$ cat config.mk
export PLATFORM = sky130hd
export DESIGN_NAME = pc_seq
export DESIGN_NICKNAME = d
export VERILOG_FILES = /design/src/rtl/pcq_pkg.sv /design/src/rtl/pc_src_arb.sv /design/src/rtl/pc_ret_stack.sv /design/src/rtl/pc_seq.sv
export SDC_FILE = /design/constraint.sdc
export NUM_CORES = 1
export LEC_CHECK = 0
export BUFFER_PORTS_ARGS = -buffer_cell sky130_fd_sc_hd__clkbuf_2
export CAP_MARGIN = 30
export CELL_PAD_IN_SITES_DETAIL_PLACEMENT = 1
export CELL_PAD_IN_SITES_GLOBAL_PLACEMENT = 1
export CORE_MARGIN = 3
export CORE_UTILIZATION = 52
export DETAILED_ROUTE_END_ITERATION = 12
export GPL_ROUTABILITY_DRIVEN = 0
export GPL_TIMING_DRIVEN = 0
export PLACE_DENSITY = 0.81
export SLEW_MARGIN = 5
export SYNTH_ARGS = -nofsm -noshare
export SYNTH_HDL_FRONTEND = slang
export SYNTH_SLANG_ARGS = --single-unit
$ cat constraint.sdc
create_clock -name clk -period 3.7 [get_ports clk]
set_input_delay 0.185 -clock clk [delete_from_list [all_inputs] [get_ports clk]]
set_output_delay 0.185 -clock clk [all_outputs]
set_load 0.02 [all_outputs]
$ cat src/rtl/pcq_pkg.sv
package pcq_pkg;
  typedef enum logic [2:0] {
    SRC_STEP,
    SRC_IRQ,
    SRC_RET,
    SRC_CALL,
    SRC_JUMP
  } pc_src_e;
endpackage

$ cat src/rtl/pc_src_arb.sv
module pc_src_arb
  import pcq_pkg::*;
(
  input  logic    irq_take,
  input  logic    ret_take,
  input  logic    call_take,
  input  logic    jump_take,
  output pc_src_e src,
  output logic    push,
  output logic    pop
);
  always_comb begin
    if (irq_take)       src = SRC_IRQ;
    else if (ret_take)  src = SRC_RET;
    else if (call_take) src = SRC_CALL;
    else if (jump_take) src = SRC_JUMP;
    else                src = SRC_STEP;
    push = (src == SRC_IRQ) || (src == SRC_CALL);
    pop  = (src == SRC_RET);
  end
endmodule

$ cat src/rtl/pc_ret_stack.sv
module pc_ret_stack #(
  parameter int DEPTH = 8,
  parameter int W     = 13
) (
  input  logic         clk,
  input  logic         rst_n,
  input  logic         push,
  input  logic         pop,
  input  logic [W-1:0] push_data,
  output logic [W-1:0] top_data
);
  localparam int PTR_W = $clog2(DEPTH);

  logic [W-1:0]     slot_q [DEPTH];
  logic [PTR_W-1:0] ptr_q;
  logic [PTR_W-1:0] ptr_dec;

  assign ptr_dec  = ptr_q - PTR_W'(1);
  assign top_data = slot_q[ptr_dec];

  always_ff @(posedge clk or negedge rst_n) begin
    if (!rst_n) begin
      ptr_q <= '0;
      for (int i = 0; i < DEPTH; i++) slot_q[i] <= '0;
    end else if (push) begin
      slot_q[ptr_q] <= push_data;
      ptr_q         <= ptr_q + PTR_W'(1);
    end else if (pop) begin
      ptr_q <= ptr_dec;
    end
  end

  AST_ONE_STACK_OP: assert property (@(posedge clk) disable iff (!rst_n)
    !(push && pop));
  AST_PUSH_ADVANCE: assert property (@(posedge clk) disable iff (!rst_n)
    push |=> ptr_q == $past(ptr_q) + PTR_W'(1));
  AST_POP_RETREAT: assert property (@(posedge clk) disable iff (!rst_n)
    pop |=> ptr_q == $past(ptr_q) - PTR_W'(1));
endmodule

$ cat src/rtl/pc_seq.sv
module pc_seq
  import pcq_pkg::*;
#(
  parameter int ADDR_W      = 13,
  parameter int TGT_W       = 11,
  parameter int MEM_WORDS   = 8192,
  parameter int STACK_DEPTH = 8,
  parameter int IRQ_VECTOR  = 4
) (
  input  logic                     clk,
  input  logic                     rst_n,
  input  logic                     irq_take,
  input  logic                     ret_take,
  input  logic                     call_take,
  input  logic                     jump_take,
  input  logic [TGT_W-1:0]         target,
  input  logic [ADDR_W-TGT_W-1:0]  page_sel,
  output logic [ADDR_W-1:0]        fetch_addr
);
  localparam logic [ADDR_W-1:0] ADDR_MASK = ADDR_W'(MEM_WORDS - 1);
  localparam logic [ADDR_W-1:0] IRQ_ADDR  = ADDR_W'(IRQ_VECTOR);

  pc_src_e           src;
  logic              push, pop;
  logic [ADDR_W-1:0] pc_q, pc_d, seq_addr, far_addr, top_data;

  pc_src_arb u_arb (
    .irq_take (irq_take),
    .ret_take (ret_take),
    .call_take(call_take),
    .jump_take(jump_take),
    .src      (src),
    .push     (push),
    .pop      (pop)
  );

  pc_ret_stack #(.DEPTH(STACK_DEPTH), .W(ADDR_W)) u_stack (
    .clk      (clk),
    .rst_n    (rst_n),
    .push     (push),
    .pop      (pop),
    .push_data(seq_addr),
    .top_data (top_data)
  );

  assign seq_addr = (pc_q + ADDR_W'(1)) & ADDR_MASK;
  assign far_addr = {page_sel, target} & ADDR_MASK;

  always_comb begin
    unique case (src)
      SRC_IRQ:           pc_d = IRQ_ADDR;
      SRC_RET:           pc_d = top_data & ADDR_MASK;
      SRC_CALL, SRC_JUMP: pc_d = far_addr;
      default:           pc_d = seq_addr;
    endcase
  end

  always_ff @(posedge clk or negedge rst_n) begin
    if (!rst_n) pc_q <= '0;
    else        pc_q <= pc_d;
  end

  assign fetch_addr = pc_q;

  AST_RESET_ZERO: assert property (@(posedge clk) disable iff (!rst_n)
    $rose(rst_n) |-> fetch_addr == '0);
  AST_STEP_NEXT: assert property (@(posedge clk) disable iff (!rst_n)
    !(irq_take || ret_take || call_take || jump_take)
      |=> fetch_addr == (($past(fetch_addr) + ADDR_W'(1)) & ADDR_MASK));
  AST_JUMP_LOW: assert property (@(posedge clk) disable iff (!rst_n)
    (jump_take && !irq_take && !ret_take && !call_take)
      |=> fetch_addr[TGT_W-1:0] == $past(target));
  AST_IRQ_VECTOR: assert property (@(posedge clk) disable iff (!rst_n)
    irq_take |=> fetch_addr == IRQ_ADDR);
  AST_IN_RANGE: assert property (@(posedge clk) disable iff (!rst_n)
    (fetch_addr & ~ADDR_MASK) == '0);
endmodule

==> results.cfg, run 1 <==
[power_and_ir_drop]
comb_power_share_pct = 38.1
vdd_drop_max_uv = 496
powerDensity_nw_per_um2 = 987
seq_power_share_pct = 35.8
clkPwrFrac_pct = 26.1
p_sw_mw = 2.43
p_sw_share_pct = 38.4
p_int_mw = 3.89
leakage_nw = 2.83
totalPowerFinal_mw = 6.31

[detailed_routing]
drtIter0Drc = 291
wl_per_cell_um = 24.2
detail_route.wirelength_um = 16500
via_count = 4338
postRouteAntennaNets = 0
via_per_inst = 6.36
post-route-drc-count = 0
drtPass1Iterations = 4

[global_route]
antenna_found_initial = 0
grt_pass1_wl_um = 26700
grt-ovfl-total = 0
grt_max_degree = 85
grt_pass1_vias = 4712
grt.total_usage_pct = 31.2

[synthesis]
yosysTopAreaCell = dfrtp_1
synth_cell_type_count = 34
synth.top_cell.area_share_pct = 55.4
syn-num-nets = 505
synth_area_um2 = 5420
synth_area_leaders = dfrtp_1 55%, mux4_2 11%, o21ai_0 8.2%
ys_ff_latch = 120
netlist_instances = 483
ys_warn_count = 0
seq_area_frac_synth_pct = 55.4
synth_area_per_cell_um2 = 11.2

[sta]
fmax_mhz = 307
setup_viol = 0
tns_ns = 0
post-route-period-util_pct = 88.0
worst_pin_slew_ns = 0.939
fin_crit_ns = 3.26
slew-limit-headroom_pct = 37.0
rsz0062_at_grt = no
skew_ns = 0.00634
hold_viol = 0
final_max_slew_viol_count = 0

[cells_and_area]
fillers = 1049
area_growth_pct = 18.0
multiInputGateArea_um2 = 2250
num-nets-final = 559
final_core_util_pct = 64.3
diodes = 0
ff_latch_area_um2 = 3000
drive_gt1_share_pct = 21.9
design_area_um2 = 6400

[cts]
htree_levels = 4
cts_buffer_depth = 2
root_buffer = clkbuf_8
cts_buffers = 17
post_cts_resized = 0
cts_sinks = 120
path_clk_slew_ns = 0.06
cts_tree = yes
clk_latency_ns = 0.53

[hold_path]
min_from = call_take
worst_hold_path_type = input port to register
holdPathEnd = u_stack.ptr_q[0]$_DFFE_PN0P_
hold_depth = 3

[critical_path]
max_stage_delay_ns = 0.66
critPathKind = register to register
path_cells = buf_2, buf_4, inv_2, ha_1, buf_2, buf_1, mux4_2, a22oi_1, a22oi_1
rrSetupSlack_ns = 0.44
r2r_cells = 9
crit_family = buffers and inverters
rr_startpoint = u_stack.ptr_q[0]$_DFFE_PN0P_
crit_fanout = 10
critPathSlowestCell = buf_1
r2r_end = fetch_addr[12]$_DFF_PN0_
cp-start-kind = register
worst-path-buf-inv = 5
crit_required_ns = 4.04
cp.arrival_ns = 3.60
cp-end-kind = register

[placed_design]
dp_hpwl_um = 10800
placed_area_um2 = 5780
numPortBuffers = 31

[die]
fp.dieArea_um2 = 11700
rows = 36
num_io_pins = 32
core-area_um2 = 9950
chipHeight_um = 108
die_w_um = 108
initial_utilization_pct = 54.5

[outcome]
status = finished clean

[job]
max_cap_violations = 0
[how the worst max path moves through the flow]
stage / startpoint / endpoint / slack, ns / cells past startpoint
global placement: u_stack.ptr_q[0]$_DFFE_PN0P_ / fetch_addr[3]$_DFF_PN0_ / 0.63 / 9
floorplan: u_stack.ptr_q[0]$_DFFE_PN0P_ / fetch_addr[11]$_DFF_PN0_ / 1.38 / 9
global route: u_stack.ptr_q[0]$_DFFE_PN0P_ / fetch_addr[12]$_DFF_PN0_ / 0.28 / 9
detailed placement: u_stack.ptr_q[0]$_DFFE_PN0P_ / fetch_addr[3]$_DFF_PN0_ / 0.55 / 9
finish: u_stack.ptr_q[0]$_DFFE_PN0P_ / fetch_addr[12]$_DFF_PN0_ / 0.44 / 9
CTS: u_stack.ptr_q[0]$_DFFE_PN0P_ / fetch_addr[11]$_DFF_PN0_ / 0.46 / 9
[cells by family after synthesis]
group | share of synthesized area [%]
AND/OR/NAND/NOR | 9.85
XOR/XNOR | 2.26
flip-flops | 55.4
multiplexers | 12.9
adder cells (fa/ha/maj) | 0.692
buffers and inverters | 3.14
AO/OA/AOI/OAI | 15.8
[cell usage after synthesis (all sizes together)]
master	number
dfrtp	120
o21ai	99
nand2	87
mux4	26
a22oi	24
buf	20
nor2	19
a21oi	13
clkbuf	13
mux2	9
xor2	8
o211ai	6
xnor2	6
nor2b	5
inv	4
nand3	4
ha	3
nand4	3
nor3	3
and4	2
a211o	1
a211oi	1
and2	1
mux2i	1
nand2b	1
nor4	1
nor4b	1
o2111a	1
o2111ai	1
[final cells by class]
type	instances	area share, %
clock buffer	22	7.24
buffer	33	2.43
sequential	120	46.9
clock inverter	9	1.92
multi-input combinational	326	35.2
inverter	4	0.235
timing repair buffer	35	3.46
tap	133	2.60
[metrics by stage]
step | hold slack [ns] | instances | setup slack (ns)
finish | 0.0299 | 682 | 0.443
global route | 0.0370 | 682 | 0.276
detailed placement | 0.118 | 648 | 0.552
CTS | 0.0124 | 682 | 0.463
floorplan | -0.111 | 483 | 1.38
global placement | 0.457 | 647 | 0.626
[state kept, by name (all words and copies together), names as in the netlist]
register,cells
u_stack.ptr_q,3
fetch_addr,13
u_stack.slot_q,104
[metal layers]
metal / track usage (%) / vias up / wire [µm]
met1: 41.0 / 2255 / 6990
met4: 14.8 / 0 / 519
met3: 7.40 / 48 / 945
li1: - / 1848 / -
met2: 49.4 / 187 / 8030
met5: 0 / - / 0
[cell usage in the layout, fill, tap and decap left out, types with 2 or more instances in the layout]
master,count
buf_2,16
clkbuf_1,15
dlygate4sd3_1,3
clkinv_2,5
bufinv_16,3
dfrtp_1,120
nand3_1,4
o21ai_0,89
nand2_1,87
clkbuf_2,30
nor3_1,3
a21oi_1,13
and4_1,2
clkbuf_16,16
xnor2_1,6
o21ai_1,10
nor2b_1,5
xor2_1,8
mux4_2,26
ha_1,3
inv_1,3
o211ai_2,6
buf_4,3
clkbuf_8,5
nor2_1,19
mux2_1,4
a22oi_1,24
nand4_1,3
mux2_2,5
[power groups by stage]
stage          Combinational [mW]  Sequential, mW  Clock [mW]
6_report                     2.40            2.26        1.65
5_1_grt                      2.63            2.31        1.73
4_1_cts                      2.39            2.24        1.66
3_5_place_dp                 2.31            2.23           0
3_3_place_gp                 2.18            2.18           0
2_1_floorplan                1.55            2.16           0
[what timing repair did]
item,4_1_cts,5_1_grt
hold buffers,3,0
endpoints found under the setup margin,0,0
buffers inserted,0,0
endpoints found under the hold margin,123,0
[worst reg2reg max path, stage by stage, from the launching register on]
cell and delay (ns):
dfrtp_1 0.37, buf_2 0.19, buf_4 0.29, inv_2 0.13, ha_1 0.33, buf_2 0.29
buf_1 0.66, mux4_2 0.44, a22oi_1 0.24, a22oi_1 0.14
Power figures use the tool's default switching activity.
==> inputs of run 2 (changes only) <==
--- a/config.mk
+++ b/config.mk
@@ -14,6 +14,7 @@
 export DETAILED_ROUTE_END_ITERATION = 12
 export GPL_ROUTABILITY_DRIVEN = 0
 export GPL_TIMING_DRIVEN = 0
+export HOLD_SLACK_MARGIN = 0.08
 export PLACE_DENSITY = 0.81
 export SLEW_MARGIN = 5
 export SYNTH_ARGS = -nofsm -noshare
==> run 2 against run 1 <==
Against the previous run: wire length is 1.0% higher; combinational power hardly changed; setup slack worse by 0.22 ns; final cell count is 1.8% higher; clock power hardly changed; via count is 0.83% higher; first-iteration DRC count is 1.0% higher; highest routed layer unchanged.
==> results.cfg, run 2 (synthesized netlist as in run 1, its figures left out) <==
[cts]
clk_latency_ns = 0.53
root_buffer = clkbuf_8
cts_tree = yes
path_clk_slew_ns = 0.06
cts_buffers = 17
cts_sinks = 120
htree_levels = 4
post_cts_resized = 0
cts_buffer_depth = 2

[detailed_routing]
post-route-drc-count = 0
wl_per_cell_um = 24.0
postRouteAntennaNets = 0
drtPass1Iterations = 5
via_per_inst = 6.30
detail_route.wirelength_um = 16600
drtIter0Drc = 294
via_count = 4374

[global_route]
grt_pass1_vias = 4792
grt.total_usage_pct = 31.7
antenna_found_initial = 0
grt-ovfl-total = 0
grt_max_degree = 85
grt_pass1_wl_um = 27100

[die]
die_w_um = 108
initial_utilization_pct = 54.5
core-area_um2 = 9950
chipHeight_um = 108
num_io_pins = 32
fp.dieArea_um2 = 11700
rows = 36

[sta]
rsz0062_at_grt = no
worst_pin_slew_ns = 0.911
fin_crit_ns = 3.48
fmax_mhz = 287
post-route-period-util_pct = 94.0
hold_viol = 0
tns_ns = 0
final_max_slew_viol_count = 0
slew-limit-headroom_pct = 38.8
setup_viol = 0
hold_slack_ns = 0.110
skew_ns = 0.00785

[cells_and_area]
drive_gt1_share_pct = 21.4
regMostFlops = u_stack.slot_q
num-nets-final = 571
mostFrequentLayoutCells = 120 x dfrtp_1, 89 x o21ai_0, 87 x nand2_1
largest_reg_flops = 104
fillers = 1035
design_area_um2 = 6520
layout_commonest_cell = dfrtp_1
area_growth_pct = 20.3
diodes = 0

[critical_path]
critPathSlowestCell = clkbuf_1
max_stage_delay_ns = 0.64
crit_required_ns = 4.10
path_cells = buf_2, buf_4, inv_2, ha_1, clkbuf_1, mux4_2, a22oi_1, a22oi_1, dlygate4sd3_1
cp.arrival_ns = 3.88
cp-end-kind = register
cp_num_cells = 9
worst-path-buf-inv = 5
r2r_cells = 9
cp-start-kind = register
critPathKind = register to register
crit_family = buffers and inverters
crit_top_cell = a22oi_1
crit_fanout = 10

[power_and_ir_drop]
leakage_nw = 2.88
vdd_drop_max_uv = 493
powerDensity_nw_per_um2 = 968

[placed_design]
numPortBuffers = 31
dp_hpwl_um = 10800
placed_area_um2 = 5780

[job]
max_cap_violations = 0

[hold_path]
worst_hold_path_type = input port to register
hold_depth = 3

[outcome]
status = finished clean
run 2: cell types whose count changed in the layout (fill, tap and decap cells not counted), sizes merged:
cell / before / now
dlygate4sd3: 3 / 16
buf: 21 / 20
run 2: what timing repair did:
| action | CTS | global route |
|---|---|---|
| hold buffers | 16 | 0 |
| setup buffers | 0 | 0 |
| endpoints found under the hold margin | 134 | 0 |
| endpoints found under the setup margin | 0 | 1 |
run 2: path summary, 6_finish.rpt:
check,start,endpoint,slack (ns)
worst max-delay path,u_stack.ptr_q[0]$_DFFE_PN0P_,fetch_addr[0]$_DFF_PN0_,0.22
worst min register to register,u_stack.slot_q[28]$_DFFE_PN0P_,u_stack.slot_q[28]$_DFFE_PN0P_,0.48
worst max register to register,u_stack.ptr_q[0]$_DFFE_PN0P_,fetch_addr[0]$_DFF_PN0_,0.22
worst min-delay path,target[8],fetch_addr[8]$_DFF_PN0_,0.11
min in group asynchronous,rst_n,u_stack.slot_q[39]$_DFFE_PN0P_,0.12
max in group asynchronous,rst_n,fetch_addr[0]$_DFF_PN0_,2.88
run 2: layer usage:
layer  GRT usage, %  vias to the layer above  wire length, µm
met5              0                        -                0
met1           41.8                     2287             7140
met3           6.93                       48              921
met4           14.7                        0              514
li1               -                     1874                -
met2           50.5                      165             8070
run 2: final cells by class:
| type | count | area, µm² | area share [%] |
|---|---|---|---|
| inverters | 4 | 15.0 | 0.230 |
| repair buffers | 48 | 352 | 5.39 |
| multi-input cells | 326 | 2250 | 34.5 |
| flip-flops and latches | 120 | 3000 | 46.0 |
| plain buffers | 32 | 151 | 2.32 |
| clock inverters | 9 | 123 | 1.88 |
| well taps | 133 | 166 | 2.55 |
| clock buffers | 22 | 463 | 7.10 |
run 2: stage by stage:
| stage | instances | setup slack [ns] | utilization, % | total power, mW |
|---|---|---|---|---|
| 6_report | 694 | 0.221 | 65.5 | 6.31 |
| 5_1_grt | 694 | 0.0859 | 65.5 | 6.68 |
| 4_1_cts | 695 | 0.0472 | 65.6 | 6.31 |
| 3_5_place_dp | 648 | 0.552 | 58.1 | 4.55 |
| 3_3_place_gp | 647 | 0.626 | 57.7 | 4.36 |
| 2_1_floorplan | 483 | 1.38 | - | 3.72 |
run 2: worst register-to-register path: stages, from the launching register on:
cell           delay [ns]
dfrtp_1              0.37
buf_2                0.20
buf_4                0.30
inv_2                0.13
ha_1                 0.33
clkbuf_1             0.64
mux4_2               0.46
a22oi_1              0.24
a22oi_1              0.10
dlygate4sd3_1        0.59
run 2: report_power, final:
part	internal, mW	switching (mW)
registers	1.87	0.393
clock network	1.07	0.581
logic	0.961	1.44
total	3.90	2.42
==> inputs of run 3 (changes only) <==
--- a/config.mk
+++ b/config.mk
@@ -15,7 +15,7 @@
 export GPL_ROUTABILITY_DRIVEN = 0
 export GPL_TIMING_DRIVEN = 0
 export HOLD_SLACK_MARGIN = 0.08
-export PLACE_DENSITY = 0.81
+export PLACE_DENSITY = 0.88
 export SLEW_MARGIN = 5
 export SYNTH_ARGS = -nofsm -noshare
 export SYNTH_HDL_FRONTEND = slang
==> run 3 against run 2 <==
Against the previous run: register-to-register slack lost 0.15 ns; fmax is 4.0% lower; setup slack worse by 0.15 ns; global-route usage is 7.8 points higher; core utilization down 0.49 points; largest cell class unchanged.
==> results.cfg, run 3 (synthesized netlist as in run 1, its figures left out) <==
[die]
rows = 36
die_w_um = 108
chipHeight_um = 108
fp.dieArea_um2 = 11700
num_io_pins = 32
initial_utilization_pct = 54.5
core-area_um2 = 9950

[global_route]
antenna_found_initial = 0
grt.total_usage_pct = 39.5
grt_max_degree = 104
grt_pass1_vias = 5324
grt-ovfl-total = 0
busiest_layer = met2
grt_use_met1_pct = 47.8
gr-usage-met2_pct = 62.5
grt_pass1_wl_um = 33200
grt_use_met3_pct = 12.4

[job]
max_cap_violations = 0

[detailed_routing]
drtPass1Iterations = 5
wl_per_cell_um = 31.2
postRouteAntennaNets = 0
detail_route.wirelength_um = 21600
via_per_inst = 7.15
via_count = 4954
drtIter0Drc = 682
post-route-drc-count = 0

[cts]
cts_buffer_depth = 2
cts_buffers = 17
cts_sinks = 120
cts_setup_buffers = 0
path_clk_slew_ns = 0.06
htree_levels = 4
root_buffer = clkbuf_8
cts_tree = yes
clk_latency_ns = 0.55

[critical_path]
cp-end-kind = register
rr_startpoint = u_stack.ptr_q[0]$_DFFE_PN0P_
cp.arrival_ns = 4.05
critPathSlowestCell = clkdlybuf4s15_1
crit_required_ns = 4.12
crit_family = buffers and inverters
rrSetupSlack_ns = 0.08
cp-start-kind = register
crit_top_cell = a22oi_1
path_cells = buf_2, buf_4, inv_2, ha_1, clkdlybuf4s15_1, mux4_2, a22oi_1, a22oi_1, dlygate4sd3_1
critPathKind = register to register
crit_start = u_stack.ptr_q[0]$_DFFE_PN0P_
worst-path-buf-inv = 5
crit_fanout = 10
max_stage_delay_ns = 0.69

[placed_design]
dp_hpwl_um = 11400
numPortBuffers = 31
dp_slack_ns = 0.636

[sta]
setup_viol = 0
fin_crit_ns = 3.62
worst_pin_slew_ns = 1.04
hold_viol = 0
hold_slack_ns = 0.104
fmax_mhz = 276
slew-limit-headroom_pct = 30.1
timing.final.ws_setup_ns = 0.0751
post-route-period-util_pct = 98.0
final_max_slew_viol_count = 0
skew_ns = 0.00998

[cells_and_area]
layout_commonest_cell = dfrtp_1
regMostFlops = u_stack.slot_q
fillers = 990
area_growth_pct = 19.4
mostFrequentLayoutCells = 120 x dfrtp_1, 89 x o21ai_0, 87 x nand2_1
diodes = 0
largest_reg_flops = 104
num-nets-final = 569
drive_gt1_share_pct = 21.4

[hold_path]
min_from = target[7]
worst_hold_path_type = input port to register

[outcome]
status = finished clean

[power_and_ir_drop]
vdd_drop_max_uv = 399
leakage_nw = 2.86
totalPowerFinal_mw = 6.58
powerDensity_nw_per_um2 = 1020
[run 3: changes by cell type in the layout (fill, tap and decap cells not counted), sizes merged]
cell           change
bufinv             -2
clkdlybuf4s15      +1
clkinvlp           +1
dlygate4sd3        -2
clkbuf             +1
[run 3: final cells by class]
type,count,area (µm²),share of cell area (%)
timing repair buffer,46,332,5.12
sequential,120,3000,46.4
tap,133,166,2.57
multi-input combinational,326,2250,34.8
clock inverter,8,70.1,1.08
clock buffer,24,480,7.42
inverter,4,15.0,0.232
buffer,32,158,2.44
[run 3: per-stage QoR]
step	TNS, ns	instance area (µm²)	util (%)	cells
2_1_floorplan	0	5420	-	483
3_3_place_gp	0	5740	57.7	647
3_5_place_dp	0	5780	58.1	648
4_1_cts	0	6470	65.0	694
5_1_grt	-0.00211	6470	65.0	693
6_report	0	6470	65.0	693
[run 3: power by group]
part           switching (mW)  internal (mW)
registers               0.495           1.87
logic                    1.64          0.971
clock network           0.643          0.957
[run 3: what timing repair did]
item,CTS,global route
endpoints found under the hold margin,132,0
hold buffers,14,0
endpoints found under the setup margin,0,1
gates resized for setup,0,2
[run 3: path summary, 6_finish.rpt]
path                                             endpoint  depth (start not counted)
max                               fetch_addr[0]$_DFF_PN0_                          9
min in group asynchronous  u_stack.slot_q[13]$_DFFE_PN0P_                          3
max reg2reg                       fetch_addr[0]$_DFF_PN0_                          9
min reg2reg                u_stack.slot_q[45]$_DFFE_PN0P_                          2
min                               fetch_addr[7]$_DFF_PN0_                          3
max in group asynchronous         fetch_addr[8]$_DFF_PN0_                          3
[run 3: worst min-delay path, stage by stage]
cell	delay, ns
clkbuf_2	0.08
o21ai_0	0.11
a22oi_1	0.21
[run 3: metal layers]
metal	vias up	routed length, µm
li1	1862	-
met1	2491	7690
met2	454	10200
met3	147	2340
met4	0	1430
met5	-	0
